`src/rtl/lbpd_pkg.sv`:
```
package lbpd_pkg;
    localparam int NSRC     = 2;
    localparam int IDX_LOL  = 0;
    localparam int IDX_FERR = 1;

    typedef enum logic [1:0] {
        LM_NORMAL = 2'd0,
        LM_REMOTE = 2'd1,
        LM_LOCAL  = 2'd2
    } lmode_t;
endpackage

```
`src/rtl/lbpd_sync.sv`:
```
module lbpd_sync #(
    parameter int W      = 1,
    parameter int STAGES = 2
) (
    input  logic         clk,
    input  logic         rst_n,
    input  logic [W-1:0] d,
    output logic [W-1:0] q
);
    logic [W-1:0] stage_q [STAGES];

    generate
        for (genvar s = 0; s < STAGES; s++) begin : g_stage
            always_ff @(posedge clk or negedge rst_n) begin
                if (!rst_n) begin
                    stage_q[s] <= '0;
                end else if (s == 0) begin
                    stage_q[s] <= d;
                end else begin
                    stage_q[s] <= stage_q[(s == 0) ? 0 : s-1];
                end
            end
        end
    endgenerate

    assign q = stage_q[STAGES-1];
endmodule

```
`src/rtl/lbpd_loop_fsm.sv`:
```
module lbpd_loop_fsm
    import lbpd_pkg::*;
(
    input  logic   clk,
    input  logic   rst_n,
    input  lmode_t req,
    output logic   sel_local,
    output logic   sel_remote
);
    typedef enum logic [1:0] {
        ST_NORMAL = 2'd0,
        ST_REMOTE = 2'd1,
        ST_LOCAL  = 2'd2
    } state_t;

    state_t state_q, state_d;

    always_ff @(posedge clk or negedge rst_n) begin
        if (!rst_n) state_q <= ST_NORMAL;
        else        state_q <= state_d;
    end

    always_comb begin
        state_d = state_q;
        unique case (state_q)
            ST_NORMAL: begin
                if (req == LM_LOCAL)       state_d = ST_LOCAL;
                else if (req == LM_REMOTE) state_d = ST_REMOTE;
            end
            ST_REMOTE: if (req != LM_REMOTE) state_d = ST_NORMAL;
            ST_LOCAL:  if (req != LM_LOCAL)  state_d = ST_NORMAL;
            default:   state_d = ST_NORMAL;
        endcase
    end

    always_comb begin
        sel_local  = 1'b0;
        sel_remote = 1'b0;
        unique case (state_q)
            ST_NORMAL: ;
            ST_REMOTE: sel_remote = 1'b1;
            ST_LOCAL:  sel_local  = 1'b1;
            default:   ;
        endcase
    end

    // no direct swap between the two loopback paths
    a_r4_no_direct_swap_rl: assert property (@(posedge clk) disable iff (!rst_n)
        sel_remote |=> !sel_local);
    a_r4_no_direct_swap_lr: assert property (@(posedge clk) disable iff (!rst_n)
        sel_local |=> !sel_remote);
endmodule

```
`src/rtl/lbpd_irq.sv`:
```
module lbpd_irq
    import lbpd_pkg::*;
(
    input  logic            clk,
    input  logic            rst_n,
    input  logic            hw,
    input  logic [NSRC-1:0] src,
    input  logic [NSRC-1:0] mask,
    input  logic            clr_wr,
    input  logic [NSRC-1:0] clr_data,
    output logic [NSRC-1:0] status,
    output logic            irq_n
);
    logic [NSRC-1:0] sticky_q, clr_vec;

    assign clr_vec = clr_wr ? clr_data : '0;

    always_ff @(posedge clk or negedge rst_n) begin
        if (!rst_n) begin
            sticky_q <= '0;
            irq_n    <= 1'b1;
        end else begin
            sticky_q <= (sticky_q & ~clr_vec) | src;
            irq_n    <= hw ? ~(|src) : ~(|(sticky_q & ~mask));
        end
    end

    assign status = sticky_q;

    // a set status bit holds until it is written with one
    a_r9_sticky_holds: assert property (@(posedge clk) disable iff (!rst_n)
        (status[IDX_LOL] && !(clr_wr && clr_data[IDX_LOL])) |=> status[IDX_LOL]);
    // an active source always leaves its bit set
    a_r9_set_wins: assert property (@(posedge clk) disable iff (!rst_n)
        src[IDX_FERR] |=> status[IDX_FERR]);
    // fully masked software mode keeps the interrupt quiet
    a_r10_masked_quiet: assert property (@(posedge clk) disable iff (!rst_n)
        (!hw && (&mask)) |=> irq_n);
    // hardware mode follows the sources directly
    a_r8_hw_follow: assert property (@(posedge clk) disable iff (!rst_n)
        (hw && (|src)) |=> !irq_n);
endmodule

```
`src/rtl/lbpd_ctrl.sv`:
```
module lbpd_ctrl
    import lbpd_pkg::*;
#(
    parameter int SYNC_STAGES = 2
) (
    input  logic            clk,
    input  logic            rst_n,
    input  logic            hw_mode,
    input  logic            lpbk_pin_hi,
    input  logic            lpbk_pin_lo,
    input  logic            txpd_pin,
    input  logic            reg_llbk,
    input  logic            reg_rlbk,
    input  logic            reg_txpd,
    input  logic            reg_rxpd,
    input  logic [NSRC-1:0] reg_mask,
    input  logic            tx_lol,
    input  logic            tx_ferr,
    input  logic            clr_wr,
    input  logic [NSRC-1:0] clr_data,
    output logic            lpbk_local,
    output logic            lpbk_remote,
    output logic            tx_pd,
    output logic            rx_pd,
    output logic            tx_oe,
    output logic            irq_n,
    output logic [NSRC-1:0] irq_status
);
    localparam int SW = 8 + 2*NSRC;

    logic [SW-1:0]   raw_in, syn;
    logic            s_hw, s_hi, s_lo, s_txpd_pin, s_llbk, s_rlbk, s_txpd, s_rxpd;
    logic [NSRC-1:0] s_mask, s_src;
    lmode_t          req;

    assign raw_in = {hw_mode, lpbk_pin_hi, lpbk_pin_lo, txpd_pin,
                     reg_llbk, reg_rlbk, reg_txpd, reg_rxpd,
                     reg_mask, tx_ferr, tx_lol};

    lbpd_sync #(.W(SW), .STAGES(SYNC_STAGES)) u_sync (
        .clk(clk), .rst_n(rst_n), .d(raw_in), .q(syn)
    );

    assign {s_hw, s_hi, s_lo, s_txpd_pin, s_llbk, s_rlbk, s_txpd, s_rxpd,
            s_mask, s_src} = syn;

    always_comb begin
        if (s_hw) begin
            if (s_lo)      req = LM_NORMAL;
            else if (s_hi) req = LM_LOCAL;
            else           req = LM_REMOTE;
        end else begin
            if (s_llbk)      req = LM_LOCAL;
            else if (s_rlbk) req = LM_REMOTE;
            else             req = LM_NORMAL;
        end
    end

    lbpd_loop_fsm u_fsm (
        .clk(clk), .rst_n(rst_n), .req(req),
        .sel_local(lpbk_local), .sel_remote(lpbk_remote)
    );

    logic txpd_d;
    assign txpd_d = s_txpd_pin | (!s_hw & s_txpd);

    always_ff @(posedge clk or negedge rst_n) begin
        if (!rst_n) begin
            tx_pd <= 1'b0;
            tx_oe <= 1'b1;
            rx_pd <= 1'b0;
        end else begin
            tx_pd <= txpd_d;
            tx_oe <= !txpd_d;
            rx_pd <= !s_hw & s_rxpd;
        end
    end

    lbpd_irq u_irq (
        .clk(clk), .rst_n(rst_n), .hw(s_hw), .src(s_src), .mask(s_mask),
        .clr_wr(clr_wr), .clr_data(clr_data),
        .status(irq_status), .irq_n(irq_n)
    );

    // the pin forces transmit power-down in every mode
    a_r6_pin_forces_txpd: assert property (@(posedge clk) disable iff (!rst_n)
        s_txpd_pin |=> tx_pd);
    // line drivers are off whenever the transmitter is powered down
    a_r7_oe_off: assert property (@(posedge clk) disable iff (!rst_n)
        tx_pd |-> !tx_oe);
    // hardware mode never powers down the receiver
    a_r5_hw_no_rxpd: assert property (@(posedge clk) disable iff (!rst_n)
        s_hw |=> !rx_pd);
endmodule

```
`config.mk`:
```
export PLATFORM = sky130hd
export DESIGN_NAME = lbpd_ctrl
export DESIGN_NICKNAME = d
export VERILOG_FILES = /design/src/rtl/lbpd_pkg.sv /design/src/rtl/lbpd_sync.sv /design/src/rtl/lbpd_loop_fsm.sv /design/src/rtl/lbpd_irq.sv /design/src/rtl/lbpd_ctrl.sv
export SDC_FILE = /design/constraint.sdc
export NUM_CORES = 1
export LEC_CHECK = 0
export BUFFER_PORTS_ARGS = -buffer_cell sky130_fd_sc_hd__buf_2
export CAP_MARGIN = 20
export CORE_MARGIN = 3
export CORE_UTILIZATION = 45
export CTS_CLUSTER_DIAMETER = 50
export CTS_CLUSTER_SIZE = 8
export DETAILED_ROUTE_END_ITERATION = 12
export HOLD_SLACK_MARGIN = 0.03
export PLACE_DENSITY = 0.77
export SLEW_MARGIN = 25
export SYNTH_ARGS = -nofsm -noshare
export SYNTH_HDL_FRONTEND = slang
export SYNTH_HIERARCHICAL = 1
export SYNTH_SLANG_ARGS = --single-unit
```
`constraint.sdc`:
```
create_clock -name clk -period 1.5 [get_ports clk]
set_input_delay 0.15 -clock clk [delete_from_list [all_inputs] [get_ports clk]]
set_output_delay 0.15 -clock clk [all_outputs]
set_load 0.02 [all_outputs]
```
Word-level counts from Yosys, hierarchy flattened
Index checks and enable logic that the tools add are counted.

Logic and storage cells: 47. Register bits: 32. Latch bits: 0. Memory bits (writable): 0. Output and inout port bits: 8. Memories kept: 0. Bits in read-only memories: 0. Input port bits: 17.

Muxes and demuxes: 14. Shift operators: 0. Multipliers: 0. Bitwise logic cells: 10. Divide/modulo/power cells: 0. Add/subtract/negate cells: 0. Order comparisons: 0. Equality and inequality tests: 9. Reductions and logical operators: 6.

Operator list (count): two-way mux 2 bit (9); inequality test 2 x 1 -> 1 bit (second input constant) (3); one-hot mux 2 bit (3 select lines) (1); AND 2 bit (2); == test 2 x 1 -> 1 bit (second input constant) (2); == test 2 bit (second input constant) (2); two-way mux 1 bit (4); NOT 2 bit (2); OR reduction 2 bit (2); inequality test 3 x 1 -> 1 bit (second input constant) (1); AND reduction 3 bit (1); AND 1 bit (2); zero test 1 bit (2); zero test 2 bit (1); inequality test 2 bit (second input constant) (1); NOT 1 bit (2); bitwise OR 2 bit (1); bitwise OR 1 bit (1).

Depth between registers and ports, before layout
Gate-level depths: netlist (run 1).

Depth in word-level cells: 7. Mapped depth: 7. Depth with buffers taken out: 6.

Hierarchy
The synthesis (run 1) kept the hierarchy.

Modules (own cells, without submodules): lbpd_sync (area each 690.7 um^2, cells each 36, seq. area each 600.6 um^2, instances 1); lbpd_ctrl (area each 135.1 um^2, cells each 11, seq. area each 76.3 um^2, instances 1); lbpd_irq (area each 128.9 um^2, cells each 11, seq. area each 76.3 um^2, instances 1); lbpd_loop_fsm (area each 125.1 um^2, cells each 13, seq. area each 50.0 um^2, instances 1).

Worst setup path after synthesis (run 1)
OpenSTA, ideal clock, no wires.

Path kind: register -> register. Start point: reg u_sync.stage_q, in the netlist u_sync/q[11]. End point: reg u_fsm.state_q[0]. Slack: -0.102 ns. Required time: 1.423 ns. Library setup time: 0.077 ns. Arrival: 1.525 ns. Buffers on the path: 1. Stages on the path, launching flop included: 8. Clock period less this slack: 1.602 ns. Cell sequence: dfrtp_1 buf_4 nand2b_1 o32ai_2 inv_1 ha_1 or3_1 a21oi_1.

Word-level cells in the longest chain between the ends: 4. Elaborated cells on any way between the ends: 11. Those cells by class: eq/ne: 7; mux: 3; reduce/logical: 1.

Ends and longest elaborated chain: start: declaration (RTL line lbpd_sync.sv:10) `logic [W-1:0] stage_q [STAGES];`; start signal: indexed assignment (RTL line lbpd_sync.sv:20) `stage_q[s] <= stage_q[(s == 0) ? 0 : s-1];`; two-way mux 2 bit (*) (RTL line lbpd_ctrl.sv:48) `if (s_hw) begin`; net req[0] (RTL line lbpd_ctrl.sv:34) `lmode_t req;`; == test 2 x 1 -> 1 bit, or another cell as far along (RTL line lbpd_loop_fsm.sv:28) `else if (req == LM_REMOTE) state_d = ST_REMOTE;`; inequality test 3 x 1 -> 1 bit (no source line), or another cell as far along; AND reduction 3 bit (no source line) or one-hot mux 2 bit (3 select lines) (tied branches); end signal: assignment (RTL line lbpd_loop_fsm.sv:20) `else state_q <= state_d;`; end: declaration (RTL line lbpd_loop_fsm.sv:16) `state_t state_q, state_d;`.

The timed path passes the listed nets; every way through them passes the cells marked *. A chain may end at the register's enable or synchronous reset.

Worst setup path in the final report (run 1)
Start point: reg u_sync.stage_q, in the netlist u_sync/q[9]. End point: reg u_fsm.state_q[0].

Word-level cells in the longest chain between the ends: 5. Elaborated cells on any way between the ends: 12. Those cells by class: eq/ne: 7; mux: 4; reduce/logical: 1.

Ends and longest elaborated chain: two-way mux 2 bit (*) (RTL line lbpd_ctrl.sv:49) `if (s_lo) req = LM_NORMAL;`; two-way mux 2 bit (*) (RTL line lbpd_ctrl.sv:48); net req[0] (RTL line lbpd_ctrl.sv:34); == test 2 x 1 -> 1 bit, or another cell as far along (RTL line lbpd_loop_fsm.sv:28); inequality test 3 x 1 -> 1 bit (no source line), or another cell as far along; AND reduction 3 bit (no source line) or one-hot mux 2 bit (3 select lines) (tied branches).

Marked as above.

==> metrics, run 1 <==
flops & latches, synth=32; wire length on met1=between 600 and 700 um; Top Family by Delay on Critical Path=flip-flops; CP Launch Type=register; synthesized cell area=1080 um2; Fillers=around 180; share of cells above drive strength 1=around 44%; Std-Cell Rows=17; Peak Freq=approximately 640 MHz; max-cap violations=0; Post-DRT Antenna Nets=0; vias per inst=about 4.5; Slew @ Worst Pin=between 0.6 and 0.7 ns; die height=approximately 55 um; Core Region=about 2300 um2; syn_nets=90; initial antenna violation count=0; Arrival @ worst endpoint=1.83 ns; pre-CTS setup slack=-0.0921 ns; DIE WIDTH=roughly 55 um; Net count, final=around 130; CP Buf/Inv Count=1; relative slew slack=56.5%; H-tree levels=2; required time of the critical path=around 1.8 ns; sequential element share of the synthesized area=about three quarters; leakage power=0.693 nW; CTS sink cnt=32; maximum clock insertion buffer count=2; Hold/Removal Path Class=input port to register; CP max stage cell=dfrtp_1; grt total ovfl=0; number of antenna diodes=0; Placed Cells=114; DR DRC count=0; RSZ-0062 raised after global routing=yes; Top Metal Used=met4; Setup crit end kind=register; min Tclk post-route=about 1.6 ns; final wirelength=1.60 mm; Pre-antenna DRT Iters=3; final setup fails=1; die area=3020 um2; port buffer count=24; Detailed Route Iter0 Violations=4; Vias=620; CTS Buf Count=5; worst vdd ir=about 1100 uV; failing checks=negative setup slack; Design Area, Final=~1400 um2; pwr dens=approximately 1100 nW/um2; crit path kind=register to register; routed wire length on met2=~830 um; CTS Root Cell=clkbuf_4; crit path max fanout=2; period utilization=104%; routability cong.=0.737; I/O pins=25; CTS tree=done; Initial Util=a little under half; first-pass GRT wire length=approximately 2.6 mm; Clock Latency Late Sink=roughly 0.33 ns; setup TNS=-0.0549 ns; Setup Skew=0.00948 ns; post-synthesis instance total=71; metal3 WL=roughly 120 um; non-filler cells, final=139; vias in the first global route=603; fin worst setup slack=-0.0549 ns; CP max stage delay=about 0.46 ns; Synth cell types=19; Slew Limit Fails=0; area of placed instances=between 1000 and 1500 um2; Total GRT Usage=13.6%; outcome=finished with violations; final hold violation count=0; Synth Warn #=6; largest net degree at the start of global routing=33; Hold Slack=approximately 0.095 ns; Wirelength per Cell=~12 um; CTS clk-pin slew, worst paths=approximately 0.1 ns; area grow syn2layout=33.6%; CP cell instances=o32ai_4 > inv_2 > ha_4 > or3_1 > a21oi_2; syn_area_per_cell=about 15 um2
-- what timing repair did --
item                                    CTS  global route
cloned                                    0             0
gates resized for setup                   1             6
hold endpoints to repair                 42             0
pin swaps                                 1             1
endpoints found under the setup margin    2             2
hold buffers                             13             0
buffers inserted                          2             2
-- worst register-to-register path: stages (launching register included) --
cell	delay (ns)
dfrtp_1	0.46
o32ai_4	0.32
inv_2	0.07
ha_4	0.16
or3_1	0.38
a21oi_2	0.12
-- cells in the mapped netlist --
cell type	n	area, um2
a21o_1	2	15.0
or3b_1	1	8.76
ha_1	2	25.0
nor2b_1	4	25.0
nor3b_1	1	7.51
a21o_2	1	8.76
inv_1	2	7.51
nand2b_1	1	6.26
o31ai_1	1	7.51
inv_2	1	3.75
o32ai_2	1	16.3
or3_1	1	6.26
dfstp_2	2	52.6
a21oi_1	2	10.0
nand2_1	4	15.0
dfrtp_1	30	751
buf_4	12	90.1
and2b_1	2	15.0
o2bb2ai_1	1	8.76
-- state kept, by name (all words and copies together), names as in the netlist --
signal          cells
u_sync/stage_q     12
tx_oe               1
tx_pd               1
u_sync/q           12
rx_pd               1
u_fsm/state_q       2
u_irq/status        2
u_irq/irq_n         1
-- cells in the final DEF, fill, tap and decap left out, types with 2 or more instances in the layout --
cell type      instances
dfrtp_1               30
buf_2                 24
dlygate4sd3_1         13
buf_4                  7
clkbuf_4               5
nand2_1                4
nor2b_1                4
inv_2                  2
and2b_1                2
a21o_1                 2
clkinv_2               2
dfstp_2                2
-- cells by family (layout without fill, tap and decap cells) --
group                      Yosys count  count (layout)  synth area share, %
DFF                                 32              32                 74.4
and+or+nand+nor                     14              14                 7.76
adders and majority gates            2               2                 2.32
buffers and inverters               15              55                 9.39
AOI/OAI and AO/OA                    8               8                 6.14
-- final cells by class --
class                      instances  area, um2  area share (%)
sequential                        32        803            55.7
timing repair buffer              44        303            21.0
multi-input combinational         24        229            15.9
clock buffer                       6       51.3            3.56
tap                               28       35.0            2.43
inverter                           3       11.3           0.781
clock inverter                     2       10.0           0.694
-- power by group --
part / total, mW / switching (mW) / leakage, nW / internal, mW
clock: 0.501 / 0.279 / 0.0380 / 0.223
sequential: 0.946 / 0.0306 / 0.371 / 0.916
combinational: 0.182 / 0.0826 / 0.284 / 0.0996
total: 1.63 / 0.392 / 0.693 / 1.24
-- metrics by stage --
step	util [%]	total power [mW]
6_report	64.0	1.63
5_1_grt	64.0	1.72
4_1_cts	61.3	1.62
3_5_place_dp	51.8	1.09
3_3_place_gp	51.8	1.08
2_1_floorplan	-	1.04
-- path summary, 6_finish.rpt --
path	startpoint	endpoint	slack, ns	cells after the start
max reg2reg	u_sync/q[9]	u_fsm/state_q[0]	-0.05	5
min	clr_data[1]	u_irq/status[1]	0.1	3
max in group asynchronous	rst_n	u_sync/stage_q[22]	0.70	2
min in group asynchronous	rst_n	u_fsm/state_q[0]	0.37	2
min reg2reg	u_sync/stage_q[19]	u_sync/q[7]	0.34	0
max	u_sync/q[9]	u_fsm/state_q[0]	-0.05	5
-- metal layers --
metal / GRT usage (%) / up-vias
li1: - / 293
met1: 12.9 / 302
met2: 22.0 / 20
met3: 8.04 / 5
met4: 8.50 / 0
met5: 0 / -
No activity file was read; power rests on OpenSTA's default activity.
==> run 2, diff against run 1 <==
--- a/config.mk
+++ b/config.mk
@@ -7,12 +7,11 @@
 export LEC_CHECK = 0
 export BUFFER_PORTS_ARGS = -buffer_cell sky130_fd_sc_hd__buf_2
 export CAP_MARGIN = 20
-export CORE_MARGIN = 3
 export CORE_UTILIZATION = 45
-export CTS_CLUSTER_DIAMETER = 50
 export CTS_CLUSTER_SIZE = 8
 export DETAILED_ROUTE_END_ITERATION = 12
 export HOLD_SLACK_MARGIN = 0.03
+export MAX_ROUTING_LAYER = met4
 export PLACE_DENSITY = 0.77
 export SLEW_MARGIN = 25
 export SYNTH_ARGS = -nofsm -noshare
==> run 2 against run 1 <==
The run still ends with negative setup slack left. Power down 1.8%. Combinational power down 5%. Global-route usage up 0.26 points. Final cell count down 1.4%. Non-clock buffer count down 2. Flip-flop and latch count unchanged. Via count down 4.5%. Maximum frequency down 0.78%. Sequential share of layout area up 1.4 points.
==> metrics, run 2 (synthesized netlist as in run 1, its figures left out) <==
fin worst setup slack=-0.0672 ns (-0.0123 ns); required time of the critical path=1.76 ns (about the same); Clock Latency Late Sink=0.32 ns (about the same); Hold/Removal Path Class=input port to register; Initial Util=48.3% (+0.46 points); final wirelength=1.42 mm (-11%); initial antenna violation count=0 (unchanged); I/O pins=25 (unchanged); Cell Int Power=1.24 mW (+0.14%); Pre-antenna DRT Iters=4 (+1); die height=51.0 um (-7.3%); Setup crit end kind=register; Core Region=2230 um2 (-0.94%); pwr dens=1140 nW/um2 (+0.78%); Final Util=63.0% (-1.0 points); port buffer count=24 (unchanged); Setup Skew=0.00277 ns (-0.00671 ns); NetSw=0.362 mW (-7.7%); number of antenna diodes=0 (unchanged); first-pass GRT wire length=2.28 mm (-11%); worst vdd ir=794 uV (-27%); Peak Freq=638 MHz (-0.78%); Gate power share=10.8% (-0.4 points); final setup fails=1 (unchanged); Vias=592 (-4.5%); vias per inst=4.32 (-3.1%); area grow syn2layout=30.2%; routability cong.=0.727 (-1.4%); Post-DRT Antenna Nets=0 (unchanged); CTS clk-pin slew, worst paths=0.09 ns (about the same); CTS tree=done; pre-CTS setup slack=-0.0858 ns (+0.00632 ns); Slew @ Worst Pin=0.635 ns (-0.0169 ns); min Tclk post-route=1.57 ns (+0.0123 ns); RSZ-0062 raised after global routing=yes; final hold violation count=0 (unchanged); crit path max fanout=2 (unchanged); Slew Limit Fails=0 (unchanged); Hold Slack=0.112 ns (+0.0167 ns); DIE WIDTH=51.0 um (-7.3%); Post-DP HPWL=834 um; DR DRC count=0 (unchanged); max-cap violations=0 (unchanged); Wirelength per Cell=10.4 um (-10%); CTS sink cnt=32 (unchanged); H-tree levels=2 (unchanged); CTS Root Cell=clkbuf_4; commonest cells after routing, fill and taps aside=dfrtp_1, buf_2, dlygate4sd3_1; period utilization=104% (+0.82 points); Sw Ratio=22.6% (-1.5 points); largest net degree at the start of global routing=33 (unchanged); Std-Cell Rows=17 (unchanged); CP Launch Type=register; relative slew slack=57.6% (+1.1 points); failing checks=negative setup slack; Arrival @ worst endpoint=1.82 ns (about the same); crit path kind=register to register; leakage power=0.676 nW (-2.5%); die area=2600 um2 (-14%); Detailed Route Iter0 Violations=7 (+3); clock share of power=30.3% (-0.5 points); Seq pwr share=58.9% (+0.8 points); vias in the first global route=552 (-8.5%); Total GRT Usage=13.8% (+0.26 points); maximum clock insertion buffer count=2 (unchanged); grt total ovfl=0 (unchanged); CTS Buf Count=5 (unchanged); leading cell type in the layout, fill and taps excluded=dfrtp_1; share of cells above drive strength 1=41.3% (-2.9 points); Net count, final=127 (-1.6%); setup TNS=-0.0672 ns (-0.0123 ns); outcome=finished with violations; total power=1.60 mW (-1.8%)
==> run 2: final timing paths <==
path | from | endpoint | slack, ns | depth (start not counted)
worst min register to register | u_sync/stage_q[15] | u_sync/q[3] | 0.35 | 0
worst max register to register | u_sync/q[9] | u_fsm/state_q[0] | -0.07 | 5
worst max-delay path | u_sync/q[9] | u_fsm/state_q[0] | -0.07 | 5
max in group asynchronous | rst_n | u_sync/stage_q[14] | 0.71 | 2
min in group asynchronous | rst_n | u_irq/status[1] | 0.38 | 2
worst min-delay path | clr_data[0] | u_irq/status[0] | 0.11 | 3
==> run 2: stage by stage <==
stage | std cells | area, um2
floorplan | 71 | 1080
global placement | 114 | 1170
detailed placement | 114 | 1170
finish | 137 | 1410
global route | 137 | 1410
CTS | 136 | 1360
==> run 2: routing by layer <==
layer	vias to the layer above	share of wire [%]	track usage [%]
met5	-	0	-
met3	4	5.7	8.04
met1	277	37	13.9
met4	0	1.3	8.33
li1	290	-	-
met2	21	55	20.6
==> run 2: area by class of cell <==
type	count	area (um2)
inverter	3	11.3
clock buffer	8	58.8
multi-input combinational	24	210
fill	175	827
timing repair buffer	42	288
tap	28	35.0
sequential	32	803
==> run 2: critical path: stages (launching register included) <==
cell     delay, ns
dfrtp_1       0.42
o32ai_2       0.31
inv_1         0.11
ha_4          0.17
or3_1         0.37
a21oi_2       0.12
==> run 2: repair_timing <==
action / 4_1_cts / 5_1_grt
hold buffers: 13 / 0
hold endpoints to repair: 42 / 0
setup buffers: 1 / 1
pin swaps: 1 / 2
endpoints found under the setup margin: 2 / 2
gates resized for setup: 0 / 5
==> run 2: power by group through the flow <==
stage	Sequential (mW)	Combinational (mW)	Clock, mW
floorplan	0.963	0.0793	0
global placement	0.954	0.128	0
detailed placement	0.957	0.133	0
CTS	0.940	0.161	0.513
global route	0.951	0.191	0.549
finish	0.942	0.173	0.485
